### src/rtl/ilv_pkg.sv
package ilv_pkg;

  // Which output port a sample is steered to.
  typedef enum logic {
    PORT_A = 1'b0,
    PORT_B = 1'b1
  } port_e;

  // Bit of the format select level that chooses offset binary when set.
  localparam int FMT_OB_BIT = 1;

  function automatic port_e other_port(port_e p);
    return (p == PORT_A) ? PORT_B : PORT_A;
  endfunction

endpackage

### src/rtl/ilv_fmt.sv
// Saturating coder: signed level in, offset binary or two's complement out.
module ilv_fmt #(
  parameter int LVL_W  = 10,
  parameter int CODE_W = 8
) (
  input  logic [LVL_W-1:0]  lvl_i,
  input  logic              ob_i,
  output logic [CODE_W-1:0] code_o
);

  // Bits that must all equal the sign for the level to fit in CODE_W bits.
  localparam int TOP_W = LVL_W - CODE_W + 1;

  logic [TOP_W-1:0]  top_bits;
  logic              in_rng;
  logic [CODE_W-1:0] ob_code;

  always_comb begin
    top_bits = lvl_i[LVL_W-1:CODE_W-1];
    in_rng   = (&top_bits) | ~(|top_bits);
    if (in_rng) begin
      ob_code = {~lvl_i[CODE_W-1], lvl_i[CODE_W-2:0]};
    end else if (lvl_i[LVL_W-1]) begin
      ob_code = '0;
    end else begin
      ob_code = '1;
    end
    code_o = ob_i ? ob_code : {~ob_code[CODE_W-1], ob_code[CODE_W-2:0]};
  end

endmodule

### src/rtl/ilv_ctrl.sv
// Sync edge detection, flush decision and port phase tracking.
module ilv_ctrl
  import ilv_pkg::*;
(
  input  logic  clk_i,
  input  logic  rst_ni,
  input  logic  sync_i,
  input  logic  pwdn_i,
  output logic  cap_o,
  output logic  flush_o,
  output port_e tag_o
);

  logic  sync_q;
  port_e ph_q;
  port_e ph_d;
  logic  sync_fall;

  always_comb begin
    sync_fall = sync_q & ~sync_i;
    flush_o   = pwdn_i | sync_i;
    cap_o     = ~flush_o;
    tag_o     = sync_fall ? PORT_A : ph_q;
    if (pwdn_i) begin
      ph_d = PORT_A;
    end else if (cap_o) begin
      ph_d = other_port(tag_o);
    end else begin
      ph_d = ph_q;
    end
  end

  always_ff @(posedge clk_i or negedge rst_ni) begin
    if (!rst_ni) begin
      sync_q <= 1'b0;
      ph_q   <= PORT_A;
    end else begin
      sync_q <= sync_i;
      ph_q   <= ph_d;
    end
  end

endmodule

### src/rtl/ilv_pipe.sv
// Fixed-latency delay line carrying a valid flag, port tag and code.
module ilv_pipe
  import ilv_pkg::*;
#(
  parameter int CODE_W = 8,
  parameter int LAT    = 8
) (
  input  logic              clk_i,
  input  logic              rst_ni,
  input  logic              flush_i,
  input  logic              cap_i,
  input  port_e             tag_i,
  input  logic [CODE_W-1:0] code_i,
  output logic              vld_o,
  output port_e             tag_o,
  output logic [CODE_W-1:0] code_o
);

  logic stg_en;
  assign stg_en = ~flush_i;

  for (genvar s = 0; s < LAT; s++) begin : g_stg
    logic              vld_q;
    port_e             tag_q;
    logic [CODE_W-1:0] code_q;
    logic              vld_d;
    port_e             tag_d;
    logic [CODE_W-1:0] code_d;

    if (s == 0) begin : g_head
      always_comb begin
        vld_d  = cap_i;
        tag_d  = tag_i;
        code_d = code_i;
      end
    end else begin : g_body
      always_comb begin
        vld_d  = g_stg[s-1].vld_q & ~flush_i;
        tag_d  = g_stg[s-1].tag_q;
        code_d = g_stg[s-1].code_q;
      end
    end

    always_ff @(posedge clk_i or negedge rst_ni) begin
      if (!rst_ni) begin
        vld_q  <= 1'b0;
        tag_q  <= PORT_A;
        code_q <= '0;
      end else begin
        vld_q <= vld_d;
        if (stg_en) begin
          tag_q  <= tag_d;
          code_q <= code_d;
        end
      end
    end
  end

  assign vld_o  = g_stg[LAT-1].vld_q;
  assign tag_o  = g_stg[LAT-1].tag_q;
  assign code_o = g_stg[LAT-1].code_q;

endmodule

### src/rtl/ilv_outp.sv
// Port registers and the internal data clock.
module ilv_outp
  import ilv_pkg::*;
#(
  parameter int CODE_W = 8
) (
  input  logic              clk_i,
  input  logic              rst_ni,
  input  logic              pwdn_i,
  input  logic              sync_i,
  input  logic              vld_i,
  input  port_e             tag_i,
  input  logic [CODE_W-1:0] code_i,
  output logic [CODE_W-1:0] port_a_o,
  output logic [CODE_W-1:0] port_b_o,
  output logic              dclk_o
);

  logic [CODE_W-1:0] a_d;
  logic [CODE_W-1:0] b_d;
  logic              dclk_d;
  logic              wr_en;

  always_comb begin
    wr_en  = vld_i & ~sync_i;
    a_d    = port_a_o;
    b_d    = port_b_o;
    dclk_d = dclk_o;
    if (pwdn_i) begin
      a_d    = '0;
      b_d    = '0;
      dclk_d = 1'b0;
    end else if (wr_en) begin
      if (tag_i == PORT_A) begin
        a_d    = code_i;
        dclk_d = 1'b0;
      end else begin
        b_d    = code_i;
        dclk_d = 1'b1;
      end
    end
  end

  always_ff @(posedge clk_i or negedge rst_ni) begin
    if (!rst_ni) begin
      port_a_o <= '0;
      port_b_o <= '0;
      dclk_o   <= 1'b0;
    end else begin
      port_a_o <= a_d;
      port_b_o <= b_d;
      dclk_o   <= dclk_d;
    end
  end

  a_r11_pwdn_zero: assert property (@(posedge clk_i) disable iff (!rst_ni)
    pwdn_i |=> (port_a_o == '0) && (port_b_o == '0) && !dclk_o);

  a_r6_sync_hold: assert property (@(posedge clk_i) disable iff (!rst_ni)
    (sync_i && !pwdn_i) |=> $stable(port_a_o) && $stable(port_b_o) && $stable(dclk_o));

  a_r5_one_port: assert property (@(posedge clk_i) disable iff (!rst_ni)
    !$past(pwdn_i) |-> !(!$stable(port_a_o) && !$stable(port_b_o)));

endmodule

### src/rtl/ilv_adc_demux.sv
// Top: coder, control, delay line, port registers and data clock gating.
module ilv_adc_demux
  import ilv_pkg::*;
#(
  parameter int LVL_W  = 10,
  parameter int CODE_W = 8,
  parameter int LAT    = 8
) (
  input  logic              clk_i,
  input  logic              rst_ni,
  input  logic [LVL_W-1:0]  lvl_i,
  input  logic [1:0]        fmt_sel_i,
  input  logic              sync_i,
  input  logic              dclk_en_i,
  input  logic              pwdn_i,
  output logic [CODE_W-1:0] port_a_o,
  output logic [CODE_W-1:0] port_b_o,
  output logic              dclk_o,
  output logic              dclk_n_o,
  output logic              dclk_oe_o,
  output logic              stab_on_o
);

  logic [CODE_W-1:0] code_in;
  logic              cap;
  logic              flush;
  port_e             tag_in;
  logic              p_vld;
  port_e             p_tag;
  logic [CODE_W-1:0] p_code;
  logic              dclk_q;

  ilv_fmt #(.LVL_W(LVL_W), .CODE_W(CODE_W)) u_fmt (
    .lvl_i  (lvl_i),
    .ob_i   (fmt_sel_i[FMT_OB_BIT]),
    .code_o (code_in)
  );

  ilv_ctrl u_ctrl (
    .clk_i   (clk_i),
    .rst_ni  (rst_ni),
    .sync_i  (sync_i),
    .pwdn_i  (pwdn_i),
    .cap_o   (cap),
    .flush_o (flush),
    .tag_o   (tag_in)
  );

  ilv_pipe #(.CODE_W(CODE_W), .LAT(LAT)) u_pipe (
    .clk_i   (clk_i),
    .rst_ni  (rst_ni),
    .flush_i (flush),
    .cap_i   (cap),
    .tag_i   (tag_in),
    .code_i  (code_in),
    .vld_o   (p_vld),
    .tag_o   (p_tag),
    .code_o  (p_code)
  );

  ilv_outp #(.CODE_W(CODE_W)) u_outp (
    .clk_i    (clk_i),
    .rst_ni   (rst_ni),
    .pwdn_i   (pwdn_i),
    .sync_i   (sync_i),
    .vld_i    (p_vld),
    .tag_i    (p_tag),
    .code_i   (p_code),
    .port_a_o (port_a_o),
    .port_b_o (port_b_o),
    .dclk_o   (dclk_q)
  );

  // Disabled clock pair idles at 0 on both lines.
  always_comb begin
    dclk_oe_o = dclk_en_i;
    dclk_o    = dclk_en_i & dclk_q;
    dclk_n_o  = dclk_en_i & ~dclk_q;
    stab_on_o = fmt_sel_i[1] ^ fmt_sel_i[0];
  end

  a_r8_low_after_a: assert property (@(posedge clk_i) disable iff (!rst_ni)
    (!$stable(port_a_o) && !$past(pwdn_i)) |-> !dclk_q);

  a_r8_high_after_b: assert property (@(posedge clk_i) disable iff (!rst_ni)
    (!$stable(port_b_o) && !$past(pwdn_i)) |-> dclk_q);

endmodule

### config.mk
export PLATFORM = sky130hd
export DESIGN_NAME = ilv_adc_demux
export DESIGN_NICKNAME = d
export VERILOG_FILES = /design/src/rtl/ilv_pkg.sv /design/src/rtl/ilv_fmt.sv /design/src/rtl/ilv_ctrl.sv /design/src/rtl/ilv_pipe.sv /design/src/rtl/ilv_outp.sv /design/src/rtl/ilv_adc_demux.sv
export SDC_FILE = /design/constraint.sdc
export NUM_CORES = 1
export LEC_CHECK = 0
export BUFFER_PORTS_ARGS = -buffer_cell sky130_fd_sc_hd__buf_2
export CORE_ASPECT_RATIO = 0.8
export CORE_MARGIN = 2
export CORE_UTILIZATION = 58
export CTS_CLUSTER_DIAMETER = 30
export DETAILED_ROUTE_END_ITERATION = 7
export GPL_TIMING_DRIVEN = 0
export PLACE_DENSITY_LB_ADDON = 0.15
export SETUP_SLACK_MARGIN = 0.02
export SLEW_MARGIN = 15
export SYNTH_ARGS = -nofsm -noshare
export SYNTH_HDL_FRONTEND = slang
export SYNTH_HIERARCHICAL = 1
export SYNTH_SLANG_ARGS = --single-unit
### constraint.sdc
create_clock -name clk_i -period 1.6 [get_ports clk_i]
set_input_delay 0.24 -clock clk_i [delete_from_list [all_inputs] [get_ports clk_i]]
set_output_delay 0.24 -clock clk_i [all_outputs]
set_load 0.01 [all_outputs]
==> flow_summary.ini <==
[global_route]
grt_pass1_vias = 2202
grt_max_degree = 75
antenna_found_initial = 0
grt-ovfl-total = 0
grt_pass1_wl_mm = 10.4
grt_use_total_pct = 18.2

[timing]
hold_violations = 0
finalCritPeriodShare_pct = 80.8
drv_slew = 0
setup_violations = 0
finalSetupTns_ps = 0
rsz0062_at_grt = false
max_slew.worst_pin.slew_ps = 508
slew-limit-headroom_pct = 66.0
skew_ps = 9.16
whs_ps = 67.7
max_freq_ghz = 0.774
period_minus_slack_ps = 1290

[synthesis]
synth-warning-count = 6
synth_ff_type = dfrtp_1
synth_commonest_cells = dfrtp_1 (99), mux2_2 (69), nand2_1 (32), a21oi_1 (17)
ys_ff_latch = 99
yosysMostFrequentCell = dfrtp_1
synth_area_um2 = 3930
ys_seq_area_share_pct = 63.1
synth.distinct_cells = 27
synthesis.nets = 299
syn_avg_cell_area_um2 = 13.9
synth_top_area_share_pct = 63.1
synth_edf_count = 0
synthTopCellsByArea = dfrtp_1 (63%), mux2_2 (20%), nand2_1 (3.1%), a21oi_1 (2.2%), buf_4 (1.5%)
async_flop_share_pct = 100
synth.largest_area_cell = dfrtp_1
syn_inst = 282

[cts]
cts_buffer_depth = 2
insertion_delay_ps = 350
cts_resized = 0
cts_tree = built
cts-root-buf = clkbuf_8
cts_max_level = 3
cts_inserted_buffers = 9
post-cts-setup-buffer-count = 0
cts_hold_buffers = 1
clock-sinks = 99
path_clk_slew_ps = 90

[floorplan]
start_util_pct = 60.6
row_count = 26
core_area_um2 = 6470
die-area_um2 = 7450
fp.dieW_um = 96.0
die_h_um = 77.6
io_pins = 37

[critical_path]
crit_fanout = 3
worstPathArrival_ps = 1050
worstPathRequired_ps = 1360
critPathKind = register to output port
end_kind = output port
cp-start-kind = register

[pwr]
power_density_nw_per_um2 = 1380
ir_worst_vdd_mv = 0.778
total_power_w = 0.00617
power_leakage_nw = 2.05

[final_layout]
area_growth_pct = 13.5
fillers = 493
multiInputGateArea_um2 = 1310
diodes = 0
nets = 348
seq_area_um2 = 2480
drive_gt1_share_pct = 42.6
utilization_pct = 68.8
post-route-cell-area_um2 = 4460

[drt]
finalWirelength_mm = 6.04
drc = 0
wl_per_cell_um = 14.4
drt_iter0_markers = 47
wl_met3_um = 287
drt-met1-wl_mm = 2.93
routed-via-count = 2234
wl_met2_mm = 2.78
first_pass_iters = 4
viasPerCell = 5.32
ant_nets = 0
topRoutingLayerUsed = met4

[min_path]
min_path_type = primary input to register

[outcome]
status = complete, no violations

[placement]
port_buffers = 36
post-dp-hpwl_mm = 4.10
place_area_um2 = 4240
gp_congestion = 0.751

[run]
max-cap-violations = 0
[layout by cell type, fill, tap and decap left out, types with 2 or more instances in the layout]
cell type	Yosys	final
a21boi_0	4	4
a21boi_1	4	4
a21oi_1	17	17
buf_2	2	37
buf_4	8	8
buf_6	3	4
clkbuf_1	2	3
clkbuf_8	0	10
dfrtp_1	99	99
inv_1	3	3
mux2_2	69	69
mux2_4	3	3
nand2_1	32	32
nor2_1	8	8
nor2b_1	8	8
o22ai_1	7	7
xor2_1	2	2
[kinds of logic (layout without fill, tap and decap cells)]
kind of cell	Yosys count	in the layout	synth area share, %
DFF	99	99	63.1
muxes	72	72	20.9
and+or+nand+nor	55	55	6.63
AOI/OAI and AO/OA	34	34	5.26
buffers and inverters	20	74	3.60
xor gates and xnor gates	2	2	0.446
[stage by stage]
stage	setup WS [ps]	std cells
floorplan	309	282
global placement	-672	402
detailed placement	49.2	403
CTS	276	420
global route	233	420
finish	308	420
[power by group]
group	internal (W)	switching, W	leakage (nW)
clock	0.000772	0.000794	0.0999
sequential	0.00324	0.000401	1.23
combinational	0.000652	0.000309	0.723
[metal layers]
metal / vias to the layer above / global-route usage (%)
met3: 4 / 5.24
met5: - / 0
met2: 50 / 27.6
met4: 0 / 5.57
met1: 1113 / 25.8
li1: 1067 / -
[worst max-delay path, cell delays in order, from the launching register on]
cell and delay [ps]:
dfrtp_1 390, and2b_2 200, buf_2 120
[final timing paths]
kind / startpoint / to / slack, ps / depth (start not counted)
hold reg to reg: u_pipe/g_stg[6].vld_q / u_pipe/vld_o / 470 / 1
max in group asynchronous: rst_ni / u_pipe/g_stg[1].code_q[7] / 670 / 3
setup reg to reg: u_pipe/tag_o / u_outp/port_a_o[3] / 330 / 4
min in group asynchronous: rst_ni / u_outp/port_a_o[1] / 300 / 2
setup / recovery: u_outp/dclk_o / dclk_n_o / 310 / 2
hold / removal: pwdn_i / u_ctrl/ph_q / 70 / 2
[cell type report]
type	count	share of cell area (%)
flip-flops and latches	99	55.6
multi-input cells	163	29.3
repair buffers	38	5.03
clock buffers	11	3.17
plain buffers	16	2.84
well taps	84	2.36
clock inverters	5	1.35
inverters	4	0.337
[registers in the layout, indices dropped and copies added (netlist names)]
signal	count
u_outp/dclk_o	1
u_pipe/g_stg.vld_q	7
u_pipe/vld_o	1
u_pipe/tag_o	1
u_outp/port_a_o	8
u_ctrl/ph_q	1
u_pipe/g_stg.code_q	56
u_outp/port_b_o	8
u_pipe/code_o	8
u_pipe/g_stg.tag_q	7
u_ctrl/sync_q	1
No activity file was read; power rests on OpenSTA's default activity.
